`src/rtl/intr_res_pkg.sv`:
```
package intr_res_pkg;
  localparam int unsigned BANK_LINES = 32;
  localparam int unsigned POS_W      = $clog2(BANK_LINES);
  localparam int unsigned MAX_BANKS  = 3;

  typedef enum logic {
    CLS_NORM = 1'b0,
    CLS_FAST = 1'b1
  } intr_class_e;
endpackage

```
`src/rtl/intr_qualify.sv`:
```
module intr_qualify #(
  parameter int unsigned LINES = 32
) (
  input  logic             class_i,
  input  logic [LINES-1:0] pend_i,
  input  logic [LINES-1:0] mask_i,
  input  logic [LINES-1:0] fiq_sel_i,
  output logic [LINES-1:0] cand_o
);
  logic [LINES-1:0] cls_match;

  assign cls_match = ~(fiq_sel_i ^ {LINES{class_i}});
  assign cand_o    = pend_i & ~mask_i & cls_match;
endmodule

```
`src/rtl/intr_bank_tree.sv`:
```
module intr_bank_tree
  import intr_res_pkg::*;
#(
  parameter int unsigned PRIO_W = 6
) (
  input  logic [BANK_LINES-1:0]        cand_i,
  input  logic [BANK_LINES*PRIO_W-1:0] prio_i,
  output logic                         vld_o,
  output logic [POS_W-1:0]             pos_o,
  output logic [PRIO_W-1:0]            prio_o
);
  localparam int unsigned LVLS = POS_W;

  for (genvar s = 0; s <= LVLS; s++) begin : g_lvl
    localparam int unsigned N = BANK_LINES >> s;
    logic              v [N];
    logic [POS_W-1:0]  p [N];
    logic [PRIO_W-1:0] q [N];

    if (s == 0) begin : g_leaf
      for (genvar k = 0; k < N; k++) begin : g_k
        assign v[k] = cand_i[k];
        assign p[k] = POS_W'(k);
        assign q[k] = prio_i[k*PRIO_W +: PRIO_W];
      end
    end else begin : g_node
      for (genvar k = 0; k < N; k++) begin : g_k
        logic take_hi;
        // upper child holds the higher line numbers: it wins ties
        assign take_hi = g_lvl[s-1].v[2*k+1] &
                         (~g_lvl[s-1].v[2*k] |
                          (g_lvl[s-1].q[2*k+1] <= g_lvl[s-1].q[2*k]));
        assign v[k] = g_lvl[s-1].v[2*k] | g_lvl[s-1].v[2*k+1];
        assign p[k] = take_hi ? g_lvl[s-1].p[2*k+1] : g_lvl[s-1].p[2*k];
        assign q[k] = take_hi ? g_lvl[s-1].q[2*k+1] : g_lvl[s-1].q[2*k];
      end
    end
  end

  assign vld_o  = g_lvl[LVLS].v[0];
  assign pos_o  = g_lvl[LVLS].p[0];
  assign prio_o = g_lvl[LVLS].q[0];
endmodule

```
`src/rtl/intr_bank_merge.sv`:
```
module intr_bank_merge
  import intr_res_pkg::*;
#(
  parameter int unsigned NUM_BANKS = 3,
  parameter int unsigned PRIO_W    = 6,
  parameter int unsigned IDX_W     = $clog2(NUM_BANKS*BANK_LINES)
) (
  input  logic              bvld_i  [NUM_BANKS],
  input  logic [POS_W-1:0]  bpos_i  [NUM_BANKS],
  input  logic [PRIO_W-1:0] bprio_i [NUM_BANKS],
  output logic              vld_o,
  output logic [IDX_W-1:0]  idx_o
);
  logic              best_v;
  logic [IDX_W-1:0]  best_i;
  logic [PRIO_W-1:0] best_p;

  always_comb begin
    best_v = 1'b0;
    best_i = '0;
    best_p = '0;
    // ascending bank order; later bank wins ties
    for (int b = 0; b < int'(NUM_BANKS); b++) begin
      if (bvld_i[b] && (!best_v || bprio_i[b] <= best_p)) begin
        best_v = 1'b1;
        best_p = bprio_i[b];
        best_i = IDX_W'(b * int'(BANK_LINES) + int'(bpos_i[b]));
      end
    end
  end

  assign vld_o = best_v;
  assign idx_o = best_v ? best_i : '0;
endmodule

```
`src/rtl/intr_resolver.sv`:
```
module intr_resolver
  import intr_res_pkg::*;
#(
  parameter int unsigned NUM_BANKS = 3,
  parameter int unsigned PRIO_W    = 6,
  localparam int unsigned LINES    = NUM_BANKS * BANK_LINES,
  localparam int unsigned IDX_W    = $clog2(LINES)
) (
  input  logic                    clk_i,
  input  logic                    rst_ni,
  input  logic                    class_i,
  input  logic [LINES-1:0]        pend_i,
  input  logic [LINES-1:0]        mask_i,
  input  logic [LINES-1:0]        fiq_sel_i,
  input  logic [LINES*PRIO_W-1:0] prio_i,
  output logic [IDX_W-1:0]        idx_o,
  output logic                    valid_o
);
  logic [LINES-1:0]  cand;
  logic              bvld  [NUM_BANKS];
  logic [POS_W-1:0]  bpos  [NUM_BANKS];
  logic [PRIO_W-1:0] bprio [NUM_BANKS];
  logic              win_v;
  logic [IDX_W-1:0]  win_i;

  intr_qualify #(.LINES(LINES)) u_qual (
    .class_i  (class_i),
    .pend_i   (pend_i),
    .mask_i   (mask_i),
    .fiq_sel_i(fiq_sel_i),
    .cand_o   (cand)
  );

  for (genvar b = 0; b < NUM_BANKS; b++) begin : g_bank
    intr_bank_tree #(.PRIO_W(PRIO_W)) u_tree (
      .cand_i(cand[b*BANK_LINES +: BANK_LINES]),
      .prio_i(prio_i[b*BANK_LINES*PRIO_W +: BANK_LINES*PRIO_W]),
      .vld_o (bvld[b]),
      .pos_o (bpos[b]),
      .prio_o(bprio[b])
    );
  end

  intr_bank_merge #(
    .NUM_BANKS(NUM_BANKS),
    .PRIO_W   (PRIO_W),
    .IDX_W    (IDX_W)
  ) u_merge (
    .bvld_i (bvld),
    .bpos_i (bpos),
    .bprio_i(bprio),
    .vld_o  (win_v),
    .idx_o  (win_i)
  );

  always_ff @(posedge clk_i or negedge rst_ni) begin
    if (!rst_ni) begin
      idx_o   <= '0;
      valid_o <= 1'b0;
    end else begin
      idx_o   <= win_i;
      valid_o <= win_v;
    end
  end
endmodule

```
`config.mk`:
```
export PLATFORM = sky130hd
export DESIGN_NAME = intr_resolver
export DESIGN_NICKNAME = d
export VERILOG_FILES = /design/src/rtl/intr_res_pkg.sv /design/src/rtl/intr_qualify.sv /design/src/rtl/intr_bank_tree.sv /design/src/rtl/intr_bank_merge.sv /design/src/rtl/intr_resolver.sv
export SDC_FILE = /design/constraint.sdc
export NUM_CORES = 1
export LEC_CHECK = 0
export ABC_AREA = 1
export CORE_AREA = 2 2 337 339
export DETAILED_ROUTE_END_ITERATION = 6
export DIE_AREA = 0 0 339 341
export DONT_BUFFER_PORTS = 1
export PLACE_DENSITY = 0.4
export SETUP_SLACK_MARGIN = 0.05
export SLEW_MARGIN = 20
export SYNTH_ARGS = -nofsm -noshare
export SYNTH_HDL_FRONTEND = slang
export SYNTH_HIERARCHICAL = 1
export SYNTH_SLANG_ARGS = --single-unit
```
`constraint.sdc`:
```
create_clock -name clk_i -period 0.8 [get_ports clk_i]
set_input_delay 0.08 -clock clk_i [delete_from_list [all_inputs] [get_ports clk_i]]
set_output_delay 0.08 -clock clk_i [all_outputs]
set_load 0.05 [all_outputs]
```
==> results of run 1 <==
how the worst max path moves through the flow:
stage / startpoint / endpoint / slack (ns)
5_1_grt: class_i / idx_o[4] / -7.96
3_5_place_dp: class_i / idx_o[4] / -8.48
4_1_cts: class_i / idx_o[4] / -7.33
2_1_floorplan: prio_i[89] / idx_o[0] / -7.08
6_report: class_i / idx_o[2] / -7.52
3_3_place_gp: class_i / idx_o[2] / -8.37
cells by family after synthesis:
family	after synthesis
compound gates	858
simple gates	2448
buf+inv	1023
flops	8
fa+ha+maj	534
metal layers:
| metal | track usage, % | share of wire [%] | vias to the layer above |
|---|---|---|---|
| met5 | 0 | 0.056 | - |
| met4 | 3.139 | 1.8 | 10 |
| met3 | 3.532 | 4.7 | 93 |
| met2 | 39.29 | 52 | 659 |
| met1 | 23.48 | 42 | 15080 |
| li1 | - | - | 18470 |
per-stage QoR:
| step | worst slack (ns) | hold WS, ns |
|---|---|---|
| after floorplan | -7.083 | -0.2156 |
| after global placement | -8.369 | -0.2125 |
| after detailed placement | -8.478 | -0.2126 |
| after CTS | -7.329 | 0.2695 |
| after global routing | -7.963 | 0.2977 |
| final | -7.517 | 0.2648 |
registers in the layout (all words and copies together), names as in the netlist:
signal	flops
idx_o	7
valid_o	1
layout make-up:
| cell class | instances | area, um2 | share of cell area [%] |
|---|---|---|---|
| diodes | 6 | 15.01 | 0.03564 |
| multi-input cells | 3846 | 24960 | 59.24 |
| repair inverters | 5 | 35.03 | 0.08317 |
| flip-flops and latches | 8 | 207.7 | 0.4931 |
| repair buffers | 1462 | 11450 | 27.18 |
| well taps | 1500 | 1877 | 4.455 |
| inverters | 912 | 3508 | 8.329 |
| clock buffers | 3 | 75.07 | 0.1782 |
power by group:
group / switching [W] / total [W] / internal, W / leakage, nW
logic: 0.0386 / 0.0727 / 0.0341 / 23.8
clock network: 0.000191 / 0.000835 / 0.000644 / 0.0370
registers: 0.000263 / 0.00100 / 0.000740 / 0.0887
repair_timing:
item                       in CTS  in global routing
cloned                         11                  9
gates resized for setup       366                313
hold endpoints to repair        8                  0
hold buffers                    1                  0
buffers inserted               49                 46
setup endpoints to repair      16                 16
pin swaps                      85                151
cell usage after synthesis (all sizes together):
library cell / count
a21oi: 293
ha: 534
o21ai: 403
o31ai: 2
nand3b: 21
a311oi: 3
o211a: 5
a31o: 3
o2111ai: 1
o221ai: 15
nor4: 2
a21boi: 10
a32o: 1
clkbuf: 35
a31oi: 14
or2: 35
buf: 76
and2: 41
inv: 906
o21bai: 39
dfrtp: 8
o211ai: 63
o311ai: 2
nor2: 412
o22ai: 2
nand3: 385
nand2: 1508
clkinv: 6
nor3b: 2
nor3: 20
nand4: 22
o21a: 2
==> out/results.tsv, run 1 <==
metric	value	unit
worstPathArrival	8.44	ns
clkSinkCount	8	
die-area	0.1156	mm2
grt_overflow	0	
vias_per_cell	4.432	
worstMarginPinSlew	0.5426	ns
nNetsFinal	7639	
grt_max_degree	98	
crit_buf_inv	9	
period_needed	8.317	ns
drv_slew	0	
nFillCells	12400	
hold_path.class	primary input to async pin	
final_cell_mix	1,408 x buf_4, 1,245 x nand2_1, 860 x inv_1	
cp.required	0.92	ns
dp_hpwl	110600	um
fmax	0.1202	GHz
synthXorXnorAreaFrac	0	%
synthMuxAreaShare	0	%
synth.largest_area_cell	ha_1	
ir_worst_vdd	3143	uV
crit_path_end_kind	flip-flop	
io_pins	875	
yosysUniqueCellTypes	54	
fin_area	0.04212	mm2
yosys.area_share.simple	40.87	%
start_util	24.20	%
drv_cap	0	
synth_compound_area_share	18.23	%
yosys.area.top_type_share	24.68	%
coreArea	0.1119	mm2
postLayoutCoreUtil	37.65	%
cts.path.max_buffers	2	
antenna_found_initial	12	
synth_top_family_by_area	simple AND/OR/NAND/NOR gates	
p_per_area	1771	mW/mm2
crit_path_max_fanout	97	
violations	setup timing	
gp_congestion	0.9061	
grt_pass1_wl	187000	um
dp.cells	7619	
die_w	339	um
cpMaxStageDelayCell	a311oi_4	
drt_wl_total	123500	um
ys.warnings.count	6	
syn-instance-count	4871	
rsz0062_at_grt	true	
synth_area_leaders	ha_1 25%, nand2_1 19%, inv_1 12%, nand3_1 6.2%, o21ai_0 6.2%	
htreeDepth	1	
seq_area_frac_synth	0.7394	%
cts_made_buffers	3	
worst_slack	-7.517	ns
hold_viol	0	
fin_setup_tns	-55.65	ns
cts_root_buf	clkbuf_16	
path_clk_slew	0.04	ns
grt_pass1_vias	33820	
synthAdderAreaFrac	24.68	%
synth_fp_nets	6272	
path_class	primary input to flip-flop	
dr.pass1.iters	5	
cts_tree	yes	
final_common_cell	buf_4	
placed_area	0.03879	mm2
wl_per_cell	15.95	um
syn_area	0.02707	mm2
report.final.setup_viol	16	
drcViolationCount	0	
detailedRoute.firstIterationViolations	1160	
vias	34320	
ant_nets	0	
rows	123	
crit_family	simple AND/OR/NAND/NOR gates	
ys_seq_elements	8	
io_buffers	0	
final_layout_size_suffix_gt1_share	36.05	%
area_growth	55.59	%
critPathLaunchType	primary input	
period_share	1040	%
globalRouteTotalUtil	20.35	%
final_cells	7742	
die_h	341	um
slowest_delay	0.42	ns
avgSynthCellArea	5.558	um2
path_depth	66	
outcome	finished with violations	
p_leak	23.93	nW
power	0.07458	W
timing.slew.headroom	63.45	%
Note: power is estimated with default switching activity, not from simulation.
==> inputs of run 2 (changes only) <==
--- a/config.mk
+++ b/config.mk
@@ -10,7 +10,8 @@
 export DETAILED_ROUTE_END_ITERATION = 6
 export DIE_AREA = 0 0 339 341
 export DONT_BUFFER_PORTS = 1
-export PLACE_DENSITY = 0.4
+export HOLD_SLACK_MARGIN = 0.05
+export PLACE_DENSITY = 0.42
 export SETUP_SLACK_MARGIN = 0.05
 export SLEW_MARGIN = 20
 export SYNTH_ARGS = -nofsm -noshare
==> constraint.sdc (replaced) <==
create_clock -name clk_i -period 7.2 [get_ports clk_i]
set_input_delay 0.72 -clock clk_i [delete_from_list [all_inputs] [get_ports clk_i]]
set_output_delay 0.72 -clock clk_i [all_outputs]
set_load 0.05 [all_outputs]
==> run 2 against run 1 <==
Net effect: the flow still finishes with violations (setup timing); clock-buffer cell count unchanged; total power down 89%; cell count down 1.6%; sequential cell count unchanged; setup slack better by 5.6 ns; largest cell class unchanged; largest power group unchanged.
==> out/results.tsv, run 2 (synthesized netlist as in run 1, its figures left out) <==
metric	value	unit
io_buffers	0	
pre_cts_slack	-2.948	ns
crit_path_end_kind	flip-flop	
worstPathArrival	9.22	ns
coreArea	0.1119	mm2
period_needed	9.102	ns
die_h	341	um
multi_input_comb_area	0.02395	mm2
clkSinkCount	8	
crit_path_max_fanout	97	
critPathLaunchType	primary input	
gp_congestion	0.9241	
violations	setup timing	
htreeDepth	1	
top_regs	idx_o x7, valid_o x1	
p_leak	23.03	nW
cpMaxStageDelayCell	ha_4	
path_common_cell	nand2_4	
grt_overflow	0	
report.final.setup_viol	7	
p_per_area	210.8	mW/mm2
regMostFlops	idx_o	
path_class	primary input to flip-flop	
fmax	0.1099	GHz
cts_made_buffers	3	
area_growth	47.13	%
nFillCells	12550	
drcViolationCount	0	
period_share	126.4	%
final_cell_mix	1,313 x buf_4, 1,269 x nand2_1, 875 x inv_1	
ir_worst_vdd	555.4	uV
dr.pass1.iters	7	
seqCellArea	200.2	um2
hold_path.class	primary input to async pin	
drv_slew	0	
nNetsFinal	7508	
largest_reg_flops	7	
cts_tree	yes	
dp_hpwl	111900	um
hold_buffers	0	
globalRouteTotalUtil	20.10	%
path_clk_slew	0.04	ns
detailedRoute.firstIterationViolations	1246	
timing.slew.headroom	50.24	%
outcome	finished with violations	
ant_nets	0	
drv_cap	0	
final_layout_size_suffix_gt1_share	31.29	%
final_common_cell	buf_4	
start_util	24.20	%
worst_slack	-1.902	ns
cts_root_buf	clkbuf_16	
die-area	0.1156	mm2
drt_wl_total	122400	um
slowest_delay	0.31	ns
grt_pass1_wl	184400	um
vias_per_cell	4.439	
placed_area	0.03808	mm2
io_pins	875	
cts.path.max_buffers	2	
vias	33810	
cp.required	7.32	ns
hold_viol	0	
grt_max_degree	98	
rows	123	
antenna_found_initial	12	
fin_area	0.03983	mm2
die_w	339	um
wl_per_cell	16.07	um
rsz0062_at_grt	true	
grt_pass1_vias	33260	
worstMarginPinSlew	0.7469	ns
[run 2: cell types whose count changed in the layout (fill, tap and decap cells not counted), sizes merged]
cell	change
nand2	-1
buf	-123
diode	+6
inv	+2
clkinvlp	-2
dlygate4sd3	-1
clkbuf	-3
bufbuf	-2
clkinv	-1
[run 2: layout make-up]
cell class / instances / area share (%)
timing repair buffer: 1333 / 25.61
tap: 1500 / 4.711
timing repair inverter: 4 / 0.06910
sequential: 8 / 0.5026
antenna: 12 / 0.07538
clock buffer: 3 / 0.1885
multi-input combinational: 3845 / 60.13
inverter: 912 / 8.723
[run 2: worst max-delay path: cells and delay by family]
family                   cells  cell delay [ns]
AO/OA/AOI/OAI               16             1.99
AND/OR/NAND/NOR             30             2.96
buffers and inverters       14             1.78
adder cells (fa/ha/maj)      6             1.60
[run 2: timing repair]
item / CTS / global route
cloned: 5 / 5
hold endpoints to repair: 0 / 0
pin swaps: 15 / 71
endpoints found under the setup margin: 7 / 7
setup buffers: 27 / 19
gates resized for setup: 205 / 137
[run 2: metal layers]
layer | global-route usage (%) | part of all wire (%) | up-vias
li1 | - | - | 18170
met1 | 23.25 | 42 | 14870
met2 | 38.22 | 51 | 679
met3 | 3.348 | 5.2 | 89
met4 | 4.407 | 2.2 | 4
met5 | 0 | 0.019 | -
[run 2: power breakdown]
part,leakage [nW],internal [W],switching [W]
Combinational,22.9,0.00381,0.00431
Sequential,0.0945,0.0000876,0.000104
Clock,0.0370,0.0000716,0.0000217
[run 2: through the flow]
| stage | util (%) | TNS, ns | cells | power (W) | hold slack [ns] |
|---|---|---|---|---|---|
| after floorplan | - | -9.254 | 4871 | 0.004420 | 0.4244 |
| after global placement | 34.04 | -20.08 | 7546 | 0.007093 | 0.4261 |
| after detailed placement | 34.04 | -20.55 | 7546 | 0.007128 | 0.4261 |
| after CTS | 34.86 | -11.91 | 7581 | 0.007784 | 0.1841 |
| after global routing | 35.60 | -16.58 | 7615 | 0.009359 | 0.1797 |
| final | 35.60 | -13.14 | 7617 | 0.008396 | 0.1867 |
[run 2: how the worst max path moves through the flow]
stage,cells after the start,slack [ns],from,end
3_5_place_dp,64,-2.95,class_i,idx_o[0]
4_1_cts,66,-1.72,class_i,idx_o[0]
5_1_grt,71,-2.40,class_i,idx_o[1]
2_1_floorplan,74,-1.33,prio_i[89],idx_o[0]
6_report,66,-1.90,class_i,idx_o[1]
3_3_place_gp,63,-2.88,class_i,idx_o[0]
